$ cat src/rtl/vdip_pkg.sv
package vdip_pkg;

   typedef struct packed {
      logic enable;
      logic rst_en;
      logic stop_en;
      logic bypass;
   } vdip_opts_t;

   function automatic int run_cnt_w(input int len);
      return (len < 2) ? 1 : $clog2(len + 1);
   endfunction

endpackage

$ cat src/rtl/vdip_filter.sv
module vdip_filter #(
   parameter int FILT_LEN = 9
) (
   input  logic clk,
   input  logic rst_n,
   input  logic active,
   input  logic trip,
   output logic flt_q
);
   localparam int CW = vdip_pkg::run_cnt_w(FILT_LEN);
   localparam logic [CW-1:0] LAST = CW'(FILT_LEN - 1);
   localparam logic [CW-1:0] TOP  = CW'(FILT_LEN);

   generate
      if (FILT_LEN == 1) begin : g_direct
         always_ff @(posedge clk or negedge rst_n) begin
            if (!rst_n) flt_q <= 1'b0;
            else        flt_q <= active & trip;
         end
      end else begin : g_count
         logic [CW-1:0] run_q;
         always_ff @(posedge clk or negedge rst_n) begin
            if (!rst_n) begin
               run_q <= '0;
               flt_q <= 1'b0;
            end else if (!active || !trip) begin
               run_q <= '0;
               flt_q <= 1'b0;
            end else begin
               if (run_q != TOP) run_q <= run_q + 1'b1;
               flt_q <= (run_q >= LAST);
            end
         end
      end
   endgenerate
endmodule

$ cat src/rtl/vdip_stat_reg.sv
module vdip_stat_reg #(
   parameter int              ADDR_W    = 16,
   parameter int              DATA_W    = 8,
   parameter logic [ADDR_W-1:0] STAT_ADDR = 16'hFE0F,
   parameter int              STAT_BIT  = 7
) (
   input  logic              rd_en,
   input  logic [ADDR_W-1:0] rd_addr,
   input  logic              flag,
   output logic [DATA_W-1:0] rd_data
);
   logic hit;
   assign hit = rd_en && (rd_addr == STAT_ADDR);

   generate
      for (genvar i = 0; i < DATA_W; i++) begin : g_bit
         if (i == STAT_BIT) begin : g_flag
            assign rd_data[i] = hit & flag;
         end else begin : g_zero
            assign rd_data[i] = 1'b0;
         end
      end
   endgenerate
endmodule

$ cat src/rtl/vdip_rst_drv.sv
module vdip_rst_drv (
   input  logic rst_en,
   input  logic flag,
   output logic rst_req,
   output logic rst_pin_n
);
   always_comb begin
      rst_req   = rst_en & flag;
      rst_pin_n = ~rst_req;
   end
endmodule

$ cat src/rtl/vdip_guard.sv
module vdip_guard #(
   parameter int                FILT_LEN  = 9,
   parameter int                ADDR_W    = 16,
   parameter int                DATA_W    = 8,
   parameter logic [ADDR_W-1:0] STAT_ADDR = 16'hFE0F,
   parameter int                STAT_BIT  = 7
) (
   input  logic              clk,
   input  logic              rst_n,
   input  logic              trip_raw,
   input  logic              opt_enable,
   input  logic              opt_rst_en,
   input  logic              opt_stop_en,
   input  logic              opt_bypass,
   input  logic              stop_mode,
   input  logic              rd_en,
   input  logic [ADDR_W-1:0] rd_addr,
   output logic [DATA_W-1:0] rd_data,
   output logic              status,
   output logic              rst_req,
   output logic              rst_pin_n
);
   import vdip_pkg::*;

   generate
      if (FILT_LEN < 1) begin : g_bad_len
         $error("FILT_LEN must be at least 1");
      end
      if (STAT_BIT >= DATA_W || STAT_BIT < 0) begin : g_bad_bit
         $error("STAT_BIT must lie inside DATA_W");
      end
   endgenerate

   vdip_opts_t opts;
   logic       active;
   logic       flt_q;

   assign opts   = '{enable: opt_enable, rst_en: opt_rst_en,
                     stop_en: opt_stop_en, bypass: opt_bypass};
   assign active = opts.enable && (!stop_mode || opts.stop_en);
   assign status = active && (opts.bypass ? trip_raw : flt_q);

   vdip_filter #(.FILT_LEN(FILT_LEN)) u_filter (
      .clk    (clk),
      .rst_n  (rst_n),
      .active (active),
      .trip   (trip_raw),
      .flt_q  (flt_q)
   );

   vdip_stat_reg #(
      .ADDR_W(ADDR_W), .DATA_W(DATA_W),
      .STAT_ADDR(STAT_ADDR), .STAT_BIT(STAT_BIT)
   ) u_stat (
      .rd_en   (rd_en),
      .rd_addr (rd_addr),
      .flag    (status),
      .rd_data (rd_data)
   );

   vdip_rst_drv u_rst (
      .rst_en    (opts.rst_en),
      .flag      (status),
      .rst_req   (rst_req),
      .rst_pin_n (rst_pin_n)
   );
endmodule

$ cat config.mk
export PLATFORM = sky130hd
export DESIGN_NAME = vdip_guard
export DESIGN_NICKNAME = d
export VERILOG_FILES = /design/src/rtl/vdip_pkg.sv /design/src/rtl/vdip_filter.sv /design/src/rtl/vdip_stat_reg.sv /design/src/rtl/vdip_rst_drv.sv /design/src/rtl/vdip_guard.sv
export SDC_FILE = /design/constraint.sdc
export NUM_CORES = 1
export LEC_CHECK = 0
export ABC_AREA = 1
export BUFFER_PORTS_ARGS = -buffer_cell sky130_fd_sc_hd__buf_2
export CAP_MARGIN = 20
export CORE_UTILIZATION = 33
export DETAILED_ROUTE_END_ITERATION = 10
export PLACE_DENSITY_LB_ADDON = 0.3
export RECOVER_POWER = 50
export SYNTH_ARGS = -nofsm -noshare
export SYNTH_HDL_FRONTEND = slang
export SYNTH_HIERARCHICAL = 1
export SYNTH_SLANG_ARGS = --single-unit
$ cat constraint.sdc
create_clock -name clk -period 0.99 [get_ports clk]
set_input_delay 0.099 -clock clk [delete_from_list [all_inputs] [get_ports clk]]
set_output_delay 0.099 -clock clk [all_outputs]
set_load 0.005 [all_outputs]
==> results.md, run 1 <==
* TritonCTS Buffers at 3
* Status: complete, but fails checks
* Final hold vios at 0
* Synthesized flop and latch total at 5
* Tcrit/Tclk final at 1.35
* LEAKAGE at 0.400 nW
* Final WL at 964 um
* Post-DP Area at 618 um^2
* Total Power at 0.577 mW
* Worst Skew at 0.00757 ns
* Port buffer count at 28
* Setup_tns at -1.08 ns
* Total track usage at 0.137
* Reg-to-reg slack, setup at -0.02 ns
* Total clock sinks at 5
* Die Ht at 39.2 um
* P&R area growth vs syn at 53.2%
* Number of diodes at 0
* Setup violators final at 7
* Max Slew Vio Count at 0
* Cell internal pwr at 0.427 mW
* Layout cells sized above 1 at 0.449
* Sw power at 0.149 mW
* Max-Cap Viols at 0
* Synthesized area per cell at 6.43 um^2
* Synth top area share at 0.274
* Mapped Cells at 71
* CP Cell Sequence: inv_1, nor2_1, nor2_1, nor2_2, nand2_1, nor2_1, nand3_1, nor2_1, buf_2
* First-pass GRT wire length at 1.35 mm
* Synth area leaders: dfrtp_1, nand2_1, buf_4, nor2_1, inv_1
* Combinational share of power at 0.213
* DR vias at 501
* PwrDens at 825 nW/um^2
* Root Driver: clkbuf_4
* Vias in the first global route at 359
* Final min period at 1.34 ns
* DRT Pass-1 Iters at 4
* RSZ-0062 raised after global routing: true
* Yosys warns at 6
* H-tree lvl count at 1
* Antenna-violating nets left at 0
* Largest net degree at the start of global routing at 6
* RD Place Congestion at 0.774
* Clock buffer depth at 2
* CTS tree: built
* Crit path launch type: register
* Post-Layout Inst Area at 699 um^2
* FF-to-FF Start: u_filter/g_count.run_q[1]
* FP Rows at 13
* Fin worst setup slack at -0.346 ns
* CP required at 0.89 ns
* HP Class: in2async
* Reg2reg path depth at 6
* Crit path max-delay cell type: dfrtp_1
* Die Span X at 39.2 um
* Dominant cell type by area after synthesis: dfrtp_1
* Core area at 1300 um^2
* Reg clk slew, reported paths at 0.05 ns
* Post-CTS Setup Bufs at 0
* Peak supply drop at 0.642 mV
* Crit path top cell by count: nor2_1
* Worst r2r dst: u_filter/g_count.run_q[0]
* DIE AREA at 1540 um^2
* Initial Utilization at 0.351
* Drt initial violations at 8
* CP Max Fanout at 2
* Synth cell types at 14
* Initial antenna violation count at 0
* Wire length per cell at 7.90 um
* Failing checks: negative setup slack
* Sw frac at 0.259
* Crit path kind: reg2out
* Global route total overflow at 0
* Clock power share at 0.415
* DRC Markers at 0
* Crit path capture type: output port
* Vias/cell at 4.11
* Clk_lat worst skew at 0.24 ns
* Critical Path AT at 1.24 ns
* Num ports at 36
* Synth Cell Area at 457 um^2
* Sequential area share after synthesis at 0.274
* Max stage delay on crit path at 0.31 ns
* Fmax at 748 MHz
* Fin nets at 136
* Sequential share of power at 0.371
* Post-DP HPWL at 743 um
==> worst max path at each step <==
stage          depth (start not counted)  slack, ns          to            from
2_1_floorplan                          8      -0.03  rd_data[7]  u_filter/flt_q
3_3_place_gp                           9      -0.06  rd_data[7]  u_filter/flt_q
3_5_place_dp                           9      -0.10  rd_data[7]  u_filter/flt_q
4_1_cts                                9      -0.38  rd_data[7]  u_filter/flt_q
5_1_grt                                9      -0.49  rd_data[7]  u_filter/flt_q
6_report                               9      -0.35  rd_data[7]  u_filter/flt_q
==> logic make-up after synthesis <==
logic type | share of synthesized area
simple gates | 0.414
buf+inv | 0.222
flops | 0.274
fa+ha+maj | 0.0822
other cells | 0.00821
==> synthesized netlist by cell type (all sizes together) <==
cell,count
nand2,18
nor2,14
inv,13
nand3,8
buf,7
dfrtp,5
ha,3
conb,1
nand3b,1
nand4,1
==> metal layers <==
metal	GRT usage	routed length (um)
met3	0.0694	99
met1	0.155	406
met2	0.204	450
met5	0	0
met4	0.0776	8
==> cell type report <==
class | instances | area [um^2]
fillers | 130 | 602
well taps | 15 | 18.8
flip-flops and latches | 5 | 126
inverters | 13 | 48.8
clock buffers | 4 | 26.3
multi-input cells | 52 | 288
repair buffers | 33 | 191
==> critical path, delay by kind of cell, from the launching register on <==
kind          cells  cell delay, ns
simple gates      7            0.53
flops             1            0.31
buf+inv           2            0.15
==> sequential cells by signal (all words and copies together), names as in the netlist <==
| register | count |
|---|---|
| u_filter/g_count.run_q | 4 |
| u_filter/flt_q | 1 |
==> power groups by stage <==
stage	registers [mW]	clock network, mW	logic (mW)
5_1_grt	0.215	0.271	0.143
3_3_place_gp	0.215	0	0.108
3_5_place_dp	0.215	0	0.109
2_1_floorplan	0.215	0	0.0622
6_report	0.214	0.240	0.123
4_1_cts	0.214	0.254	0.117
==> metrics by stage <==
stage	hold WS [ns]	setup slack, ns	utilization	std cells
floorplan	-0.197	-0.0264	-	77
global placement	-0.0807	-0.0573	0.475	117
detailed placement	-0.0790	-0.103	0.475	117
CTS	0.185	-0.378	0.522	122
global route	0.230	-0.491	0.538	122
finish	0.231	-0.346	0.538	122
==> repair_timing <==
item | 4_1_cts | 5_1_grt
gates cloned | 0 | 0
resized for setup | 8 | 5
hold buffers | 1 | 0
setup endpoints to repair | 7 | 7
hold endpoints to repair | 5 | 0
pin swaps | 2 | 4
==> cells in the final DEF (no fill, tap or decap) <==
| master | instances |
|---|---|
| nand4_1 | 1 |
| nand2_1 | 17 |
| dfrtp_1 | 4 |
| inv_2 | 5 |
| clkbuf_1 | 2 |
| buf_6 | 2 |
| ha_4 | 1 |
| buf_2 | 25 |
| dfrtp_2 | 1 |
| nor2_4 | 1 |
| ha_1 | 1 |
| nand3b_1 | 1 |
| nor2_2 | 3 |
| nand2_4 | 1 |
| inv_1 | 8 |
| ha_2 | 1 |
| nand3_4 | 1 |
| clkbuf_4 | 3 |
| dlygate4sd3_1 | 1 |
| nor2_1 | 10 |
| buf_4 | 4 |
| conb_1 | 7 |
| nand3_1 | 7 |
Note: power is estimated with default switching activity, not from simulation.
==> run 2: changes to the inputs <==
- ABC_AREA: 1 -> unset
- CORE_UTILIZATION: 33 -> 32
==> results.md, run 2 <==
* Port buffer count at 28 (unchanged)
* Primary FF master, synth: dfrtp_1 (unchanged)
* Root Driver: clkbuf_4 (unchanged)
* Drt initial violations at 2 (was 8)
* Post-synth EDFFs at 0 (unchanged)
* Clock power share at 0.401 (was 0.415)
* Worst path bufs/invs at 1 (was 2)
* Synthesized area per cell at 9.19 um^2 (was 6.43 um^2)
* Max-Cap Viols at 0 (unchanged)
* Worst hold margin at 0.236 ns (was 0.231 ns)
* Global route total overflow at 0 (unchanged)
* Cell internal pwr at 0.437 mW (was 0.427 mW)
* Asr flop ratio synth at 1.00 (unchanged)
* Core area at 1170 um^2 (was 1300 um^2)
* PwrDens at 813 nW/um^2 (was 825 nW/um^2)
* Largest Register: u_filter/g_count.run_q (unchanged)
* Final hold vios at 0 (unchanged)
* Layout cells sized above 1 at 0.576 (was 0.449)
* Dominant cell type by area after synthesis: dfrtp_1 (unchanged)
* DRC Markers at 0 (unchanged)
* P&R area growth vs syn at 66.9% (was 53.2%)
* Clock buffer depth at 2 (unchanged)
* Synth area leaders: dfrtp_1, buf_4, ha_1, mux2i_1, nand3b_4 (was dfrtp_1, nand2_1, buf_4, nor2_1, inv_1)
* Failing checks: negative setup slack (unchanged)
* Antenna-violating nets left at 0 (unchanged)
* Clk_lat worst skew at 0.24 ns (about the same)
* Fin nets at 114 (was 136)
* TritonCTS Buffers at 3 (unchanged)
* Reg clk slew, reported paths at 0.04 ns (was 0.05 ns)
* Max reg flops at 4 (unchanged)
* Largest net degree at the start of global routing at 6 (unchanged)
* H-tree lvl count at 1 (unchanged)
* Worst Skew at 0.00304 ns (was 0.00757 ns)
* Max Slew Vio Count at 0 (unchanged)
* FP Rows at 12 (was 13)
* Fin worst setup slack at -0.313 ns (was -0.346 ns)
* Combinational share of power at 0.226 (was 0.213)
* Most common cell after layout, fill and taps aside: buf_2 (unchanged)
* Total track usage at 0.141 (was 0.137)
* Fin util at 0.603 (was 0.538)
* RSZ-0062 raised after global routing: true (unchanged)
* DRT Pass-1 Iters at 3 (was 4)
* Initial Utilization at 0.361 (was 0.351)
* Crit path max-delay cell type: dfrtp_1 (unchanged)
* DP Worst Slack at -0.123 ns (was -0.103 ns)
* Tcrit/Tclk final at 1.32 (was 1.35)
* Status: complete, but fails checks (unchanged)
* Mapped Cells at 46 (was 71)
* First-pass GRT wire length at 1.35 mm (unchanged)
* Final WL at 973 um (was 964 um)
* Post-DP HPWL at 744 um (was 743 um)
* Post-synth top cells: buf_4, dfrtp_1, inv_1, nor2_1 (was nand2_1, nor2_1, inv_1)
* Wire length per cell at 9.83 um (was 7.90 um)
* Synthesized flop and latch total at 5 (unchanged)
* HP Class: in2async (unchanged)
* Sequential share of power at 0.373 (was 0.371)
* DIE AREA at 1470 um^2 (was 1540 um^2)
* Yosys warns at 6 (unchanged)
* Most frequent cells in the layout: buf_2, conb_1, buf_6 (was buf_2, nand2_1, nor2_1)
* Die Span X at 38.4 um (was 39.2 um)
* Vias in the first global route at 341 (was 359)
* Top-count cell post-synth: buf_4 (was nand2_1)
* Top Registers: u_filter/g_count.run_q (4), u_filter/flt_q (1) (unchanged)
* Synth cell types at 21 (was 14)
* Num ports at 36 (unchanged)
* CP Cell Sequence: mux2i_1, a211oi_2, nand4_1, nor4_2, buf_2 (was inv_1, nor2_1, nor2_1, nor2_2, nand2_1, nor2_1, nand3_1, nor2_1, buf_2)
* Fmax at 767 MHz (was 748 MHz)
* Die Ht at 38.4 um (was 39.2 um)
* Sw power at 0.137 mW (was 0.149 mW)
* Number of diodes at 0 (unchanged)
* CP required at 0.89 ns (about the same)
* Synth top area share at 0.296 (was 0.274)
* Worst path top cell family by delay: flip-flops (was simple AND/OR/NAND/NOR gates)
* Initial antenna violation count at 0 (unchanged)
* Sequential area share after synthesis at 0.296 (was 0.274)
* Synth Cell Area at 423 um^2 (was 457 um^2)
* DR vias at 413 (was 501)
* Critical Path AT at 1.20 ns (was 1.24 ns)
* Setup violators final at 7 (unchanged)
* Crit path launch type: register (unchanged)
* CP Max Fanout at 2 (unchanged)
* RD Place Congestion at 0.724 (was 0.774)
* Crit path capture type: output port (unchanged)
* Peak supply drop at 0.679 mV (was 0.642 mV)
* Final min period at 1.30 ns (was 1.34 ns)
* Sw frac at 0.239 (was 0.259)
* Total Power at 0.574 mW (was 0.577 mW)
* LEAKAGE at 0.382 nW (was 0.400 nW)
* CTS tree: built (unchanged)
* Total clock sinks at 5 (unchanged)
* Vias/cell at 4.17 (was 4.11)
* Max stage delay on crit path at 0.31 ns (about the same)
* Crit path kind: reg2out (unchanged)
## run 2: cell types whose count changed after synthesis, sizes merged, moves of 2 or more
cell   previous run  this run
a21oi             0         2
inv              13         4
mux2i             0         2
nand2            18         3
nand3             8         3
nor2             14         4
## run 2: final timing paths
kind / startpoint / to / slack, ns / cells past startpoint
worst max-delay path: u_filter/flt_q / rd_data[7] / -0.31 / 5
worst min-delay path: rst_n / u_filter/g_count.run_q[2] / 0.24 / 2
worst max register to register: u_filter/g_count.run_q[0] / u_filter/g_count.run_q[1] / -0.06 / 4
worst min register to register: u_filter/g_count.run_q[2] / u_filter/g_count.run_q[2] / 0.61 / 2
max in group asynchronous: rst_n / u_filter/g_count.run_q[0] / 0.50 / 2
min in group clk: trip_raw / u_filter/flt_q / 0.24 / 3
## run 2: logic make-up (layout without fill, tap and decap cells)
group                    count (synthesis)  in the layout  share of synthesized area
AND/OR/NAND/NOR                         19             19                      0.305
buffers and inverters                   11             44                      0.160
flip-flops                               5              5                      0.296
adder cells (fa/ha/maj)                  3              3                     0.0888
AO/OA/AOI/OAI                            3              3                     0.0533
XOR/XNOR                                 2              2                     0.0414
multiplexers                             2              2                     0.0473
other                                    1              7                    0.00887
## run 2: timing repair
item                                   CTS  global route
setup endpoints to repair                7             8
resized for setup                        7             7
setup buffers                            1             2
endpoints found under the hold margin    5             0
hold buffers                             1             0
pin swaps                                3             3
cloned                                   0             0
## run 2: metrics by stage
| step | instance area, um^2 | TNS, ns | cells |
|---|---|---|---|
| floorplan | 448 | -0.0926 | 52 |
| global placement | 583 | -0.242 | 91 |
| detailed placement | 583 | -0.275 | 91 |
| CTS | 661 | -1.15 | 97 |
| global route | 706 | -1.65 | 99 |
| finish | 706 | -1.21 | 99 |
## run 2: layer usage
metal | vias up | global-route usage | wire length [um]
met1 | 179 | 0.164 | 423
li1 | 220 | - | -
met4 | 0 | 0.0259 | 0
met2 | 14 | 0.220 | 501
met3 | 0 | 0.0872 | 48
met5 | - | 0 | 0
## run 2: layout make-up
cell class                      instances  area [um^2]
Clock buffer                            4         26.3
Fill cell                             106          465
Inverter                                4         15.0
Multi-Input combinational cell         36          292
Sequential cell                         5          126
Tap cell                               14         17.5
Timing Repair Buffer                   36          229
## run 2: power by group through the flow
| stage | Clock, mW | Combinational, mW | Sequential (mW) |
|---|---|---|---|
| after floorplan | 0 | 0.0555 | 0.215 |
| after global placement | 0 | 0.104 | 0.214 |
| after detailed placement | 0 | 0.105 | 0.214 |
| after CTS | 0.243 | 0.116 | 0.213 |
| after global routing | 0.250 | 0.143 | 0.214 |
| final | 0.230 | 0.130 | 0.214 |
